File: config.mk
export PLATFORM = sky130hd
export DESIGN_NAME = mw_word_reader
export DESIGN_NICKNAME = d
export VERILOG_FILES = /design/src/rtl/mw_reader_pkg.sv /design/src/rtl/mw_half_tick.sv /design/src/rtl/mw_hdr_shift.sv /design/src/rtl/mw_rx_shift.sv /design/src/rtl/mw_word_reader.sv
export SDC_FILE = /design/constraint.sdc
export NUM_CORES = 1
export LEC_CHECK = 0
export ABC_AREA = 1
export BUFFER_PORTS_ARGS = -buffer_cell sky130_fd_sc_hd__buf_2
export CELL_PAD_IN_SITES_DETAIL_PLACEMENT = 1
export CELL_PAD_IN_SITES_GLOBAL_PLACEMENT = 2
export CORE_ASPECT_RATIO = 1.75
export CORE_MARGIN = 2
export CORE_UTILIZATION = 30
export DETAILED_ROUTE_END_ITERATION = 8
export PLACE_DENSITY_LB_ADDON = 0.05
export SLEW_MARGIN = 40
export SYNTH_ARGS = -nofsm -noshare
export SYNTH_HDL_FRONTEND = slang
export SYNTH_SLANG_ARGS = --single-unit
File: constraint.sdc
create_clock -name clk -period 1.6 [get_ports clk]
set_input_delay 0.16 -clock clk [delete_from_list [all_inputs] [get_ports clk]]
set_output_delay 0.16 -clock clk [all_outputs]
set_load 0.1 [all_outputs]
File: src/rtl/mw_reader_pkg.sv
package mw_reader_pkg;

    // Header bits that come before the address
    localparam logic       MW_START_BIT = 1'b1;
    localparam logic [1:0] MW_OP_READ   = 2'b10;
    localparam int         MW_PRE_BITS  = 3;

    typedef enum logic [1:0] {
        MW_IDLE,
        MW_XFER,
        MW_TAIL,
        MW_GAP
    } mw_state_e;

endpackage

File: src/rtl/mw_half_tick.sv
module mw_half_tick #(
    parameter int HALF_DIV = 2
) (
    input  logic clk,
    input  logic rst,
    input  logic run,
    output logic tick
);
    localparam int CW = $clog2(HALF_DIV + 1);
    localparam logic [CW-1:0] LAST = CW'(HALF_DIV - 1);

    logic [CW-1:0] cnt;

    always_ff @(posedge clk) begin
        if (rst || !run) begin
            cnt <= '0;
        end else if (cnt == LAST) begin
            cnt <= '0;
        end else begin
            cnt <= cnt + 1'b1;
        end
    end

    assign tick = run && (cnt == LAST);
endmodule

File: src/rtl/mw_hdr_shift.sv
module mw_hdr_shift #(
    parameter int W = 11
) (
    input  logic         clk,
    input  logic         rst,
    input  logic         load,
    input  logic [W-1:0] load_val,
    input  logic         shift,
    output logic         bit_o
);
    logic [W-1:0] sreg;

    always_ff @(posedge clk) begin
        if (rst) begin
            sreg <= '0;
        end else if (load) begin
            sreg <= load_val;
        end else if (shift) begin
            sreg <= {sreg[W-2:0], 1'b0};
        end
    end

    assign bit_o = sreg[W-1];
endmodule

File: src/rtl/mw_rx_shift.sv
module mw_rx_shift #(
    parameter int W = 16
) (
    input  logic         clk,
    input  logic         rst,
    input  logic         en,
    input  logic         bit_i,
    output logic [W-1:0] word_o
);
    always_ff @(posedge clk) begin
        if (rst) begin
            word_o <= '0;
        end else if (en) begin
            word_o <= {word_o[W-2:0], bit_i};
        end
    end
endmodule

File: src/rtl/mw_word_reader.sv
module mw_word_reader
    import mw_reader_pkg::*;
#(
    parameter int HALF_DIV   = 2,
    parameter int ADDR_W     = 8,
    parameter int DATA_W     = 16,
    parameter int GAP_HALVES = 2
) (
    input  logic              clk,
    input  logic              rst,
    input  logic              req_valid,
    input  logic [ADDR_W-1:0] req_addr,
    output logic              busy,
    output logic              done,
    output logic [DATA_W-1:0] rdata,
    output logic              eep_cs,
    output logic              eep_sck,
    output logic              eep_sio_out,
    output logic              eep_sio_oe,
    input  logic              eep_sio_in
);
    localparam int HDR_W = MW_PRE_BITS + ADDR_W;
    localparam int TOTAL = HDR_W + 1 + DATA_W;
    localparam int EW    = $clog2(TOTAL + 1);
    localparam int GW    = $clog2(GAP_HALVES + 1);
    localparam logic [EW-1:0] E_LAST_HDR = EW'(HDR_W - 1);
    localparam logic [EW-1:0] E_FIRST_RX = EW'(HDR_W + 1);
    localparam logic [EW-1:0] E_LAST    = EW'(TOTAL - 1);
    localparam logic [GW-1:0] G_LAST    = GW'(GAP_HALVES - 1);

    mw_state_e     state;
    logic [EW-1:0] edge_idx;   // index of the current or next rising edge
    logic [GW-1:0] gap_cnt;
    logic          tick;
    logic          accept;
    logic          hdr_shift;
    logic          rx_en;

    assign accept    = (state == MW_IDLE) && req_valid;
    assign hdr_shift = (state == MW_XFER) && tick && eep_sck;
    assign rx_en     = (state == MW_XFER) && tick && !eep_sck && (edge_idx >= E_FIRST_RX);
    assign busy      = (state != MW_IDLE);

    mw_half_tick #(.HALF_DIV(HALF_DIV)) u_tick (
        .clk  (clk),
        .rst  (rst),
        .run  (busy),
        .tick (tick)
    );

    mw_hdr_shift #(.W(HDR_W)) u_hdr (
        .clk      (clk),
        .rst      (rst),
        .load     (accept),
        .load_val ({MW_START_BIT, MW_OP_READ, req_addr}),
        .shift    (hdr_shift),
        .bit_o    (eep_sio_out)
    );

    mw_rx_shift #(.W(DATA_W)) u_rx (
        .clk    (clk),
        .rst    (rst),
        .en     (rx_en),
        .bit_i  (eep_sio_in),
        .word_o (rdata)
    );

    always_ff @(posedge clk) begin
        if (rst) begin
            state      <= MW_IDLE;
            eep_cs     <= 1'b0;
            eep_sck    <= 1'b0;
            eep_sio_oe <= 1'b0;
            edge_idx   <= '0;
            gap_cnt    <= '0;
            done       <= 1'b0;
        end else begin
            done <= 1'b0;
            unique case (state)
                MW_IDLE: begin
                    if (req_valid) begin
                        state      <= MW_XFER;
                        eep_cs     <= 1'b1;
                        eep_sck    <= 1'b0;
                        eep_sio_oe <= 1'b1;
                        edge_idx   <= '0;
                    end
                end
                MW_XFER: begin
                    if (tick) begin
                        if (!eep_sck) begin
                            eep_sck <= 1'b1;           // rising edge: sample
                            if (edge_idx == E_LAST) begin
                                done  <= 1'b1;
                                state <= MW_TAIL;
                            end
                        end else begin
                            eep_sck  <= 1'b0;          // falling edge: advance
                            edge_idx <= edge_idx + 1'b1;
                            if (edge_idx == E_LAST_HDR) begin
                                eep_sio_oe <= 1'b0;    // hand the line over
                            end
                        end
                    end
                end
                MW_TAIL: begin
                    if (tick) begin
                        eep_sck <= 1'b0;
                        eep_cs  <= 1'b0;
                        gap_cnt <= '0;
                        state   <= MW_GAP;
                    end
                end
                MW_GAP: begin
                    if (tick) begin
                        if (gap_cnt == G_LAST) begin
                            state <= MW_IDLE;
                        end else begin
                            gap_cnt <= gap_cnt + 1'b1;
                        end
                    end
                end
                default: state <= MW_IDLE;
            endcase
        end
    end
endmodule

* Yosys cells after proc, flatten, opt, wreduce, memory -nomap -nowiden
Cells that the tools add are included.
** Word-level totals
- Bits in registers :: 42
- Input bits :: 12
- Output and inout port bits :: 22
- Word-level logic and storage cells :: 89
** Cells by class
- $add $sub $neg :: 3
- Magnitude comparators :: 1
- Equal/unequal tests :: 17
- Mux-type cells :: 30
- Bitwise gates (word level) :: 2
- Reduce and logical (&&, ||, !) cells :: 25
** Operators with widths (count)
- 11-bit 2-to-1 mux :: 2
- 2-bit 2-to-1 mux :: 10
- 2-bit inequality test (second input constant) :: 8
- 5-bit 2-to-1 mux :: 3
- 4-bit AND reduction :: 3
- 5-bit case mux with 2 select lines :: 1
- 2-bit nonzero test :: 5
- 1-bit 2-to-1 mux :: 9
- 2-bit case mux with 4 select lines :: 1
- 7-bit AND reduction :: 1
- 2-bit by 1-bit equality test with 1-bit output (second input constant) :: 3
- 1-bit logical AND :: 6
- 5-bit by 1-bit adder with 5-bit output (second input constant) :: 1
- 5-bit by 4-bit equality test with 1-bit output (second input constant) :: 1
- 5-bit equality test (second input constant) :: 1
- 5-bit by 4-bit >= comparator with 1-bit output (second input constant) :: 1
- 5-bit AND reduction :: 1
- 2-bit by 1-bit adder with 2-bit output (second input constant) :: 2
- 2-bit equality test (second input constant) :: 2
- 2-bit by 1-bit inequality test with 1-bit output (second input constant) :: 2
- 1-bit case mux with 2 select lines :: 2
- 2-bit case mux with 2 select lines :: 1
- 2-bit OR reduction :: 2
- 4-bit OR reduction :: 1
- other kinds (7) :: 9

* Longest topological paths before layout
- Depth after elaboration :: 6
- Gate-level depth with buffers :: 11
- Mapped depth without buffers :: 11

* Modules after synthesis
A second synthesis with hierarchy kept.
** Unflattened totals
- Cells, all modules :: 319
- Area, all modules :: 2214.6 µm²
** By module, submodules not included
- mw_word_reader :: instances 1, cells each 125, area an instance 859.6 µm², seq. area each 260.2 µm²
- mw_rx_shift :: instances 1, cells each 101, area an instance 670.6 µm², seq. area each 320.3 µm²
- mw_hdr_shift :: instances 1, cells each 82, area an instance 595.6 µm², seq. area each 220.2 µm²
- mw_half_tick :: instances 1, cells each 11, area an instance 88.8 µm², seq. area each 40.0 µm²

* Worst setup path before layout
OpenSTA, ideal clock, no wires.
- Path kind :: reg2reg
- Start :: register eep_sck
- End :: register u_hdr.sreg[2]
- Setup time :: 123 ps
- Arrival :: 1778 ps
- Data required time :: 1477 ps
- Setup slack :: -302 ps
- Cell stages (with the launch flop) :: 6
- Buffers on the path :: 0
- Period minus slack after synthesis :: 1902 ps
- Path through :: dfxtp_1 -> nand2_1 -> nor2_1 -> nor2_2 -> o21ai_0 -> a21oi_1
** On the way
- Longest elaborated chain between the ends :: 2
** RTL lines
- start, declared :: RTL line mw_word_reader.sv:17 : output logic eep_sck,
- start signal, assigned :: RTL line mw_word_reader.sv:72 : eep_sck <= 1'b0;
- start signal, assigned :: RTL line mw_word_reader.sv:84 : eep_sck <= 1'b0;
- start signal, assigned :: RTL line mw_word_reader.sv:92 : eep_sck <= 1'b1;
- 1-bit logical AND :: RTL line mw_word_reader.sv:40 : assign hdr_shift = (state == MW_XFER) && tick && eep_sck;
- 2-bit nonzero test (no source line)
- end signal, assigned :: RTL line mw_hdr_shift.sv:17 : sreg <= load_val;
- end signal, assigned :: RTL line mw_hdr_shift.sv:19 : sreg <= {sreg[W-2:0], 1'b0};
- end, declared :: RTL line mw_hdr_shift.sv:11 : logic [W-1:0] sreg;
No other way between the ends.
A chain may end at the register's enable or synchronous reset.

* Worst setup path after layout
- Start :: register state[0]
- End :: output port busy
** On the way
- Longest elaborated chain between the ends :: 1
** RTL lines
- start, declared :: RTL line mw_word_reader.sv:31 : mw_state_e state;
- start signal, assigned :: RTL line mw_word_reader.sv:70 : state <= MW_IDLE;
- start signal, assigned :: RTL line mw_word_reader.sv:82 : state <= MW_XFER;
- start signal, assigned :: RTL line mw_word_reader.sv:95 : state <= MW_TAIL;
- 2-bit nonzero test :: RTL line mw_word_reader.sv:42 : assign busy = (state != MW_IDLE);
- end, declared :: RTL line mw_word_reader.sv:13 : output logic busy,
No other way between the ends.

==> results by stage <==
Finish:
- The net count of the finished layout is 350.
- After routing the design area is 2636 um^2.
- The number of antenna diodes is 0.
- The final standard cell utilization of the core is 42.33%.
- The post-synthesis to final-layout area growth is 34.89%.
- The post-route netlist has 28.57% of its cells at a drive strength greater than 1.

Drt:
- For this block, the routed nets add up to 5676 um of wire.
- Using the TritonRoute via totals, the vias-per-cell ratio works out to 4.672.
- The count of antenna-violating nets left after detailed routing is 0.
- The detailed router's first-iteration violation count is 33.
- The routed layout has 1,911 vias.
- The number of design rule violations left after detail routing is 0.
- The routed wire length per instance is 13.88 um.
- The pre-antenna-repair detailed-routing pass consisted of 4 iterations.

GRT:
- Entering global routing, the biggest net connects 33 pins.
- The global-route usage over all layers is 16.90%.
- The number of global-route vias before repair is 1,952.
- The total congestion overflow is 0.
- The initial antenna violation count is 0.
- The global-route wire length before repair is 9446 um.

Synth:
- The gate count after technology mapping is 275.
- In this run the cell area of the synthesized design comes to 1954 um^2.
- The post-synthesis cell type count is 22.
- Of the post-synthesis cell area, the dominant cell type holds 43.02%.
- The most used flip-flop cell after synthesis is dfxtp_1.
- Of all flip-flops after synthesis, the portion carrying an async set or reset was 0%.
- The net count of the mapped netlist is 297.
- The mean instance size in the synthesized netlist is 7.107 um^2.
- The post-synthesis register bit count is 42.
- Ranked by total cell area, the synthesized netlist is headed by dfxtp_1, nand2_1, inv_1, o21ai_0, a21oi_1.
- The total of warnings raised by yosys is 0.
- The count of flip-flops with a built-in enable after synthesis is 0.
- The share of the yosys chip area belonging to registers is 43.02%.
- dfxtp_1 takes more of the synthesized area than any other cell.

Floorplan:
- The top-level I/O count is 34.
- The full die area is 7202 um^2.
- From bottom edge to top edge, the die measures 110.8 um.
- The effective utilization at floorplan is 31.38%.
- The die is 65.02 um wide.
- The floorplan has 38 rows.
- The standard cell core area is 6228 um^2.

Worst setup path:
- The cell count of the worst reg-to-reg path is 7.
- The worst register-to-register path ends at u_hdr.sreg[7].
- The critical path start-end classification is flip-flop to output pin.
- The maximum fanout along the worst path is 3.
- Across all register-to-register paths, the minimum setup slack is 0.10 ns.
- The worst setup path is captured at an output pin.
- The data required time of the critical path is 1.44 ns.
- The arrival time at the worst endpoint is 1.36 ns.
- The reg-to-reg startpoint is state[0].
- The type of element launching the critical path is a flip-flop.

Clock tree:
- The root buffer cell chosen for the clock tree is clkbuf_8.
- The clock-pin slew of the registers on the worst-case setup and hold paths is 0.08 ns.
- The clock network latency to the later pin of the worst-skew pair is 0.30 ns.
- The number of hold buffers added after cts is 0.
- The clock tree synthesis step divided the H-tree into 2 levels.
- The number of sinks driven by the clock tree is 42.
- The maximum buffer depth of the clock tree is 2.
- The CTS tree is yes.
- Clock tree synthesis inserted a total of 5 buffers.

Timing:
- The worst path setup slack after routing is 0.07814 ns.
- The relative slew slack is 65.58%.
- The hold violation count in the final report is 0.
- The final cycle utilization of the critical path is 95.12%.
- The setup violation total in the final timing report is 0.
- The number of pins exceeding their max-slew limit in the final report is 0.
- For the pin with the worst max-slew slack, the measured transition is 0.5157 ns.
- The clock tree skew after final layout is 0.006245 ns.
- The shortest period the worst path allows is 1.522 ns.
- The maximum operating frequency is 657.1 MHz.

Min path:
- The source of the worst hold timing path is req_addr[0].
- The worst hold path terminates at u_hdr.sreg[0].
- The instance count along the most critical hold path is 3.
- The worst min-delay path category is input port to flip-flop.

Placement:
- Buffers placed on the I/O ports in this run total 33.
- The area of placed instances is 2344 um^2.
- The detailed-placement wirelength estimate is 4325 um.
- The minimum setup slack after placement is -0.1415 ns.
- The routability-driven placement congestion ratio is 0.8300.

Pwr:
- In this run the power density over the cells is 1745 nW/um^2.
- The leakage power is 0.001161 uW.
- The worst-case IR drop observed on VDD is 0.8241 mV.

Run:
- The count of max-cap constraint violations is 0.

Status:
- The run finished with clean final reports.
-- worst max-delay path: stages (launching register included) --
cell	delay, ns
dfxtp_4	0.35
inv_2	0.11
ha_4	0.16
buf_4	0.11
clkinvlp_4	0.12
buf_12	0.19
-- flip-flops by register name, summed over array words and instances, names as in the netlist --
register     cells
eep_sck          1
state            2
eep_sio_oe       1
u_tick.cnt       2
u_rx.word_o     16
eep_cs           1
edge_idx         5
gap_cnt          2
done             1
u_hdr.sreg      11
-- per-stage QoR --
stage          TNS [ns]  std cells  power [uW]  hold slack, ns
2_1_floorplan         0        275        2657          0.3082
3_3_place_gp    -0.8249        395        3276          0.4100
3_5_place_dp     -1.050        395        3299          0.4259
4_1_cts               0        405        4423         0.09809
5_1_grt        -0.08811        409        4930          0.1058
6_report              0        409        4601          0.1079
-- metal layers --
metal  wire (um)  vias up  track usage (%)  part of all wire, %
met1        2186      891            17.44                   39
met5           0        -                0                    0
met2        3195       32            31.82                   56
met4         134        0            6.806                  2.4
met3         159       10            3.553                  2.8
li1            -      978                -                    -
-- cells in the final DEF (no fill, tap or decap), types with 4 or more instances in the layout --
cell type / synthesis / final
a21oi_1: 28 / 27
o21ai_0: 30 / 29
nand2_2: 1 / 7
nand3_1: 8 / 8
nand2_1: 46 / 38
inv_1: 45 / 41
buf_2: 5 / 32
nand4_1: 4 / 4
clkbuf_8: 0 / 6
nor3_1: 8 / 8
ha_1: 10 / 5
nor2_1: 34 / 29
ha_4: 0 / 4
buf_4: 0 / 19
nor2_2: 1 / 4
dfxtp_1: 42 / 38
-- power by group --
group          leakage, uW  internal (uW)  switching [uW]
Clock            0.0000714            666             390
Sequential        0.000344           1210             114
Combinational     0.000746            765            1460
Total              0.00116           2640            1960
-- what timing repair did --
| action | CTS | global route |
|---|---|---|
| pin swaps | 2 | 5 |
| setup buffers | 3 | 4 |
| setup endpoints to repair | 18 | 32 |
| gates resized for setup | 9 | 24 |
-- Yosys cell counts (2+ instances only) --
cell type	instances
nor2_1	34
clkbuf_1	2
ha_1	10
a211oi_1	3
buf_2	5
inv_1	45
nor3_1	8
a31oi_1	2
o21ai_0	30
a21oi_1	28
nand4_1	4
nand2_1	46
dfxtp_1	42
nand3_1	8
-- area by class of cell --
cell class | instances | area [um^2]
fill | 794 | 3592
multi-input combinational | 179 | 1012
sequential | 42 | 848.3
timing repair buffer | 54 | 354.1
inverter | 46 | 178.9
tap | 80 | 100.1
clock buffer | 6 | 82.58
clock inverter | 2 | 60.06
-- cell families after synthesis --
kind of cell,synth area share [%]
DFF,43.02
buffers and inverters,10.75
and+or+nand+nor,22.79
adders and majority gates,6.402
AOI/OAI and AO/OA,17.03
-- how the worst max path moves through the flow --
stage	cells after the start	slack, ns	to	start
global route	7	-0.03	u_hdr.sreg[7]	state[1]
floorplan	7	0.0001	eep_sio_oe	state[0]
global placement	11	-0.12	edge_idx[2]	state[0]
CTS	9	0.03	state[0]	state[1]
detailed placement	11	-0.14	edge_idx[2]	state[0]
finish	5	0.08	busy	state[0]
Note: power is estimated with default switching activity, not from simulation.
